## src/rtl/int_alu_pkg.sv

```systemverilog
package int_alu_pkg;
  // control word: [3] invert a, [2] negate b (also carry-in), [1:0] result select
  localparam int unsigned CTRL_W = 4;
  localparam logic [1:0] SEL_AND = 2'b00;
  localparam logic [1:0] SEL_OR  = 2'b01;
  localparam logic [1:0] SEL_SUM = 2'b10;
  localparam logic [1:0] SEL_LT  = 2'b11;

  localparam logic [CTRL_W-1:0] CTRL_AND = 4'b0000;
  localparam logic [CTRL_W-1:0] CTRL_OR  = 4'b0001;
  localparam logic [CTRL_W-1:0] CTRL_ADD = 4'b0010;
  localparam logic [CTRL_W-1:0] CTRL_SUB = 4'b0110;
  localparam logic [CTRL_W-1:0] CTRL_SLT = 4'b0111;
  localparam logic [CTRL_W-1:0] CTRL_NOR = 4'b1100;

  localparam logic [1:0] CLS_MEM = 2'b00;
  localparam logic [1:0] CLS_BEQ = 2'b01;

  localparam logic [5:0] FN_ADD = 6'b100000;
  localparam logic [5:0] FN_SUB = 6'b100010;
  localparam logic [5:0] FN_AND = 6'b100100;
  localparam logic [5:0] FN_OR  = 6'b100101;
  localparam logic [5:0] FN_SLT = 6'b101010;
  localparam logic [5:0] FN_NOR = 6'b100111;
endpackage

```

## src/rtl/alu_op_dec.sv

```systemverilog
module alu_op_dec
  import int_alu_pkg::*;
(
  input  logic [1:0]        op_class_i,
  input  logic [5:0]        funct_i,
  output logic [CTRL_W-1:0] ctrl_o
);
  logic [CTRL_W-1:0] fn_ctrl;

  always_comb begin
    unique case (funct_i)
      FN_ADD:  fn_ctrl = CTRL_ADD;
      FN_SUB:  fn_ctrl = CTRL_SUB;
      FN_AND:  fn_ctrl = CTRL_AND;
      FN_OR:   fn_ctrl = CTRL_OR;
      FN_SLT:  fn_ctrl = CTRL_SLT;
      FN_NOR:  fn_ctrl = CTRL_NOR;
      default: fn_ctrl = CTRL_AND;
    endcase
  end

  always_comb begin
    if (op_class_i[1])              ctrl_o = fn_ctrl;
    else if (op_class_i == CLS_BEQ) ctrl_o = CTRL_SUB;
    else                            ctrl_o = CTRL_ADD;
  end
endmodule

```

## src/rtl/alu_slice.sv

```systemverilog
module alu_slice (
  input  logic a_i,
  input  logic b_i,
  input  logic c_i,
  output logic and_o,
  output logic or_o,
  output logic sum_o,
  output logic c_o
);
  assign and_o = a_i & b_i;
  assign or_o  = a_i | b_i;
  assign sum_o = a_i ^ b_i ^ c_i;
  assign c_o   = (a_i & b_i) | (a_i & c_i) | (b_i & c_i);
endmodule

```

## src/rtl/alu_core.sv

```systemverilog
module alu_core
  import int_alu_pkg::*;
#(
  parameter int unsigned WIDTH = 32
) (
  input  logic [WIDTH-1:0]  a_i,
  input  logic [WIDTH-1:0]  b_i,
  input  logic [CTRL_W-1:0] ctrl_i,
  output logic [WIDTH-1:0]  result_o,
  output logic              zero_o,
  output logic              ovf_o
);
  localparam int unsigned MSB = WIDTH - 1;

  logic             inv_a, neg_b;
  logic [1:0]       sel;
  logic [WIDTH-1:0] a_eff, b_eff, and_v, or_v, sum_v;
  logic [WIDTH:0]   carry;
  logic             raw_ovf, less;

  assign inv_a    = ctrl_i[3];
  assign neg_b    = ctrl_i[2];
  assign sel      = ctrl_i[1:0];
  assign a_eff    = inv_a ? ~a_i : a_i;
  assign b_eff    = neg_b ? ~b_i : b_i;
  assign carry[0] = neg_b;

  for (genvar i = 0; i < WIDTH; i++) begin : g_slice
    alu_slice u_slice (
      .a_i  (a_eff[i]),
      .b_i  (b_eff[i]),
      .c_i  (carry[i]),
      .and_o(and_v[i]),
      .or_o (or_v[i]),
      .sum_o(sum_v[i]),
      .c_o  (carry[i+1])
    );
  end

  // overflow from carries into and out of the sign slice
  assign raw_ovf = carry[WIDTH] ^ carry[MSB];
  // sign corrected for a wrapped difference
  assign less    = sum_v[MSB] ^ raw_ovf;

  always_comb begin
    result_o = '0;
    unique case (sel)
      SEL_AND: result_o = and_v;
      SEL_OR:  result_o = or_v;
      SEL_SUM: result_o = sum_v;
      SEL_LT:  result_o[0] = less;
      default: result_o = '0;
    endcase
  end

  assign zero_o = ~|result_o;
  assign ovf_o  = raw_ovf & (sel == SEL_SUM);

  always_comb begin
    if (sel == SEL_SUM && !inv_a) begin

      sum_path_chk: assert (result_o == (neg_b ? a_i - b_i : a_i + b_i))
        else $error("sum path mismatch");
    end
    if (ctrl_i == CTRL_NOR) begin

      nor_path_chk: assert (result_o == ~(a_i | b_i))
        else $error("nor path mismatch");
    end
    if (ctrl_i == CTRL_SLT) begin

      slt_path_chk: assert (result_o == {{MSB{1'b0}}, ($signed(a_i) < $signed(b_i))})
        else $error("slt mismatch");
    end
    if (ctrl_i == CTRL_ADD && (a_i[MSB] != b_i[MSB])) begin

      no_overflow_chk: assert (!ovf_o)
        else $error("opposite-sign add flagged overflow");
    end
    if (ctrl_i == CTRL_SUB) begin

      sub_overflow_chk: assert (ovf_o == ((a_i[MSB] != b_i[MSB]) && (result_o[MSB] != a_i[MSB])))
        else $error("subtract overflow mismatch");
    end
  end
endmodule

```

## src/rtl/int_alu.sv

```systemverilog
module int_alu
  import int_alu_pkg::*;
#(
  parameter int unsigned WIDTH = 32
) (
  input  logic [WIDTH-1:0] a_i,
  input  logic [WIDTH-1:0] b_i,
  input  logic [1:0]       op_class_i,
  input  logic [5:0]       funct_i,
  output logic [WIDTH-1:0] result_o,
  output logic             zero_o,
  output logic             ovf_o
);
  logic [CTRL_W-1:0] ctrl;

  alu_op_dec u_dec (
    .op_class_i(op_class_i),
    .funct_i   (funct_i),
    .ctrl_o    (ctrl)
  );

  alu_core #(.WIDTH(WIDTH)) u_core (
    .a_i     (a_i),
    .b_i     (b_i),
    .ctrl_i  (ctrl),
    .result_o(result_o),
    .zero_o  (zero_o),
    .ovf_o   (ovf_o)
  );

  always_comb begin
    if (op_class_i == CLS_MEM) begin

      mem_class_chk: assert (ctrl == CTRL_ADD) else $error("class 00 not add");
    end
    if (op_class_i == CLS_BEQ) begin

      beq_class_chk: assert (ctrl == CTRL_SUB) else $error("class 01 not subtract");
    end
  end
endmodule

```

## config.mk

```make
export PLATFORM = sky130hd
export DESIGN_NAME = int_alu
export DESIGN_NICKNAME = d
export VERILOG_FILES = /design/src/rtl/int_alu_pkg.sv /design/src/rtl/alu_op_dec.sv /design/src/rtl/alu_slice.sv /design/src/rtl/alu_core.sv /design/src/rtl/int_alu.sv
export SDC_FILE = /design/constraint.sdc
export NUM_CORES = 1
export LEC_CHECK = 0
export BUFFER_PORTS_ARGS = -buffer_cell sky130_fd_sc_hd__buf_2
export CORE_MARGIN = 8
export CORE_UTILIZATION = 54
export DETAILED_ROUTE_END_ITERATION = 10
export MAX_ROUTING_LAYER = met4
export PLACE_DENSITY = 0.82
export SYNTH_ARGS = -nofsm -noshare
export SYNTH_HDL_FRONTEND = slang
export SYNTH_SLANG_ARGS = --single-unit
```

## constraint.sdc

```tcl
create_clock -name vclk -period 19.8
set_input_delay 0.99 -clock vclk [all_inputs]
set_output_delay 0.99 -clock vclk [all_outputs]
set_load 0.005 [all_outputs]
```

==> flow_summary.toml <==
[worst_hold_path]
holdCritPathClass = "primary input to output port"
whs_path_depth = 4
hold_path_startpoint = "b_i[1]"
min_to = "result_o[1]"

[detailed_routing]
num_vias = 2966
wirelength_mm = 8.85
ant_nets = 0
detail_route.wl_per_cell_microns = 16.0
vias_per_cell = 5.35
first_iter_violations = 129
drc_errors = 0
first_pass_iters = 4

[synthesis]
syn_area_per_cell_sq_um = 8.33
synth_cell_types = 50
synth-simple-area-share_pct = 11.6
synth_cells = 387
syn-num-nets = 553
synthAdderAreaFrac_pct = 43.7
synthTopCellsByArea = "ha_1 24%, fa_1 19%, xnor2_1 9.8%, xor2_1 8.2%, inv_1 7.3%"
synth.largest_area_cell = "ha_1"
netlist_area_sq_um = 3220
synthXorXnorAreaFrac_pct = 17.9
synth_compound_area_share_pct = 15.7
synth_warnings = 0
synthMuxAreaShare_pct = 0.932
yosysSeqAreaShare_pct = 0
post-synth-top-area-fraction_pct = 24.5
synth_top_family_by_area = "adder cells"

[placement]
gp_congestion = 0.950
dpl-instance-area_sq_um = 3810
port_buffers = 106
place_hpwl_mm = 7.51

[finish]
regArea_sq_um = 0
areaGrowthSynthToFinish_pct = 18.3
nNetsFinal = 647
antenna_cells = 0
nFillCells = 507
flops_and_latches = 0
clkbuf_count = 0
final_area_sq_um = 3810
drive_above_1_share_pct = 24.4

[global_route]
grt.overflow.total = 0
antenna_found_initial = 0
grt_use_total_pct = 20.6
grt_start_max_net_pins = 35
grt_pass1_vias = 3225
grt_pass1_wl_mm = 14.7

[floorplan]
die_x_microns = 93.3
start_util_pct = 55.1
core_sq_um = 5850
die-area_sq_um = 8700
fp.dieH_microns = 93.3
row_count = 28
io_pins = 106

[critical_path]
crit_arrival_ns = 17.25
slowest_delay_ns = 0.53
cp-start-kind = "primary input"
path_max_fanout = 20
slowest_stage = "fa_1"
crit_top_cell = "fa_1"
end_kind = "output port"
required_ns = 18.81
critical_path_buf_inv_count = 2
critical_path_class = "primary input to output port"
cp_top_family = "adder cells"

[sta]
period_minus_slack_ns = 18.24
setup_tns_ns = 0
finalCritPeriodShare_pct = 92.1
rsz0062_at_grt = "no"
hold_viol = 0
max_freq_mhz = 54.8
tightest_slew_ns = 0.985
slew_viol_final = 0
slew_headroom_pct = 34.3
finalSetupViolCount = 0

[status]
outcome = "completed"

[power_and_ir_drop]
ir_drop_mv = 0.0168
leakage_nw = 2.11
total_power_mw = 0.132
power.density_nw_per_um2 = 34.6

[clock_network]
cts_setup_buffers = 0
cts-hold-fix-buffers = 0
post_cts_resized = 0

[run]
maxCapViolations = 0
==> cells in the final DEF (no fill, tap or decap), types with 2 or more instances in the layout <==
cell type | Yosys | final
nor2_1 | 19 | 19
nor4_2 | 2 | 2
nand3_1 | 4 | 4
fa_1 | 31 | 31
o22ai_1 | 10 | 10
o21a_1 | 3 | 3
ha_1 | 63 | 63
or2_1 | 3 | 3
a41oi_1 | 2 | 2
nand2_1 | 19 | 19
a31oi_1 | 2 | 2
inv_1 | 63 | 63
nor3_1 | 4 | 4
buf_2 | 8 | 106
nor2b_1 | 3 | 3
o22a_1 | 12 | 12
xor2_1 | 30 | 30
xnor2_1 | 36 | 36
o21ai_0 | 9 | 9
o21ai_1 | 5 | 5
nor4_1 | 4 | 4
o221ai_1 | 4 | 4
nand3b_1 | 2 | 2
a21o_1 | 5 | 5
a21oi_1 | 7 | 6
o2bb2ai_1 | 2 | 2
mux2i_1 | 3 | 3
o31ai_1 | 2 | 2
buf_4 | 0 | 5
==> cell usage after synthesis (4+ instances only) <==
cell / instances
a21o_1: 5
a21oi_1: 7
buf_2: 8
clkbuf_1: 7
fa_1: 31
ha_1: 63
inv_1: 63
nand2_1: 19
nand3_1: 4
nor2_1: 19
nor3_1: 4
nor4_1: 4
o21ai_0: 9
o21ai_1: 5
o221ai_1: 4
o22a_1: 12
o22ai_1: 10
xnor2_1: 36
xor2_1: 30
==> layout make-up <==
cell class | instances | area (sq um) | area share, %
multi-input combinational | 305 | 2920 | 76.4
timing repair buffer | 111 | 568 | 14.9
inverter | 63 | 236 | 6.20
tap | 75 | 93.8 | 2.46
==> cell families (layout without fill, tap and decap cells) <==
kind of cell / after synthesis / in the layout
fa+ha+maj: 94 / 94
xor+xnor: 66 / 66
mux: 3 / 3
buf+inv: 82 / 174
compound gates: 71 / 71
simple gates: 71 / 71
==> worst max path at each step <==
stage                              from      to  slack (ns)  cells past startpoint
after floorplan           op_class_i[1]  zero_o        2.35                     41
after detailed placement  op_class_i[1]  zero_o        1.56                     44
after global routing      op_class_i[1]  zero_o        0.88                     44
after CTS                    funct_i[4]  zero_o        1.50                     43
final                        funct_i[2]  zero_o        1.56                     43
after global placement    op_class_i[1]  zero_o        1.81                     44
==> report_power, final <==
group	leakage [nW]	switching (mW)	internal, mW
clock network	0	0	0
registers	0	0	0
logic	2.11	0.0727	0.0593
==> per-stage QoR <==
stage / hold WS [ns] / worst slack, ns / util [%] / instances
after CTS: 2.44 / 1.50 / 65.2 / 554
final: 2.44 / 1.56 / 65.2 / 554
after global placement: 2.44 / 1.81 / 65.2 / 554
after floorplan: 2.16 / 2.35 / - / 387
after global routing: 2.47 / 0.885 / 65.2 / 554
after detailed placement: 2.44 / 1.56 / 65.2 / 554
==> routing by layer <==
metal | vias to the layer above | share of wire [%] | GRT usage (%)
li1 | 1436 | - | -
met1 | 1404 | 44 | 24.9
met2 | 110 | 50 | 36.3
met3 | 16 | 5.1 | 1.92
met4 | 0 | 1.8 | 4.30
met5 | - | 0 | -
(Power assumes the default switching activity.)
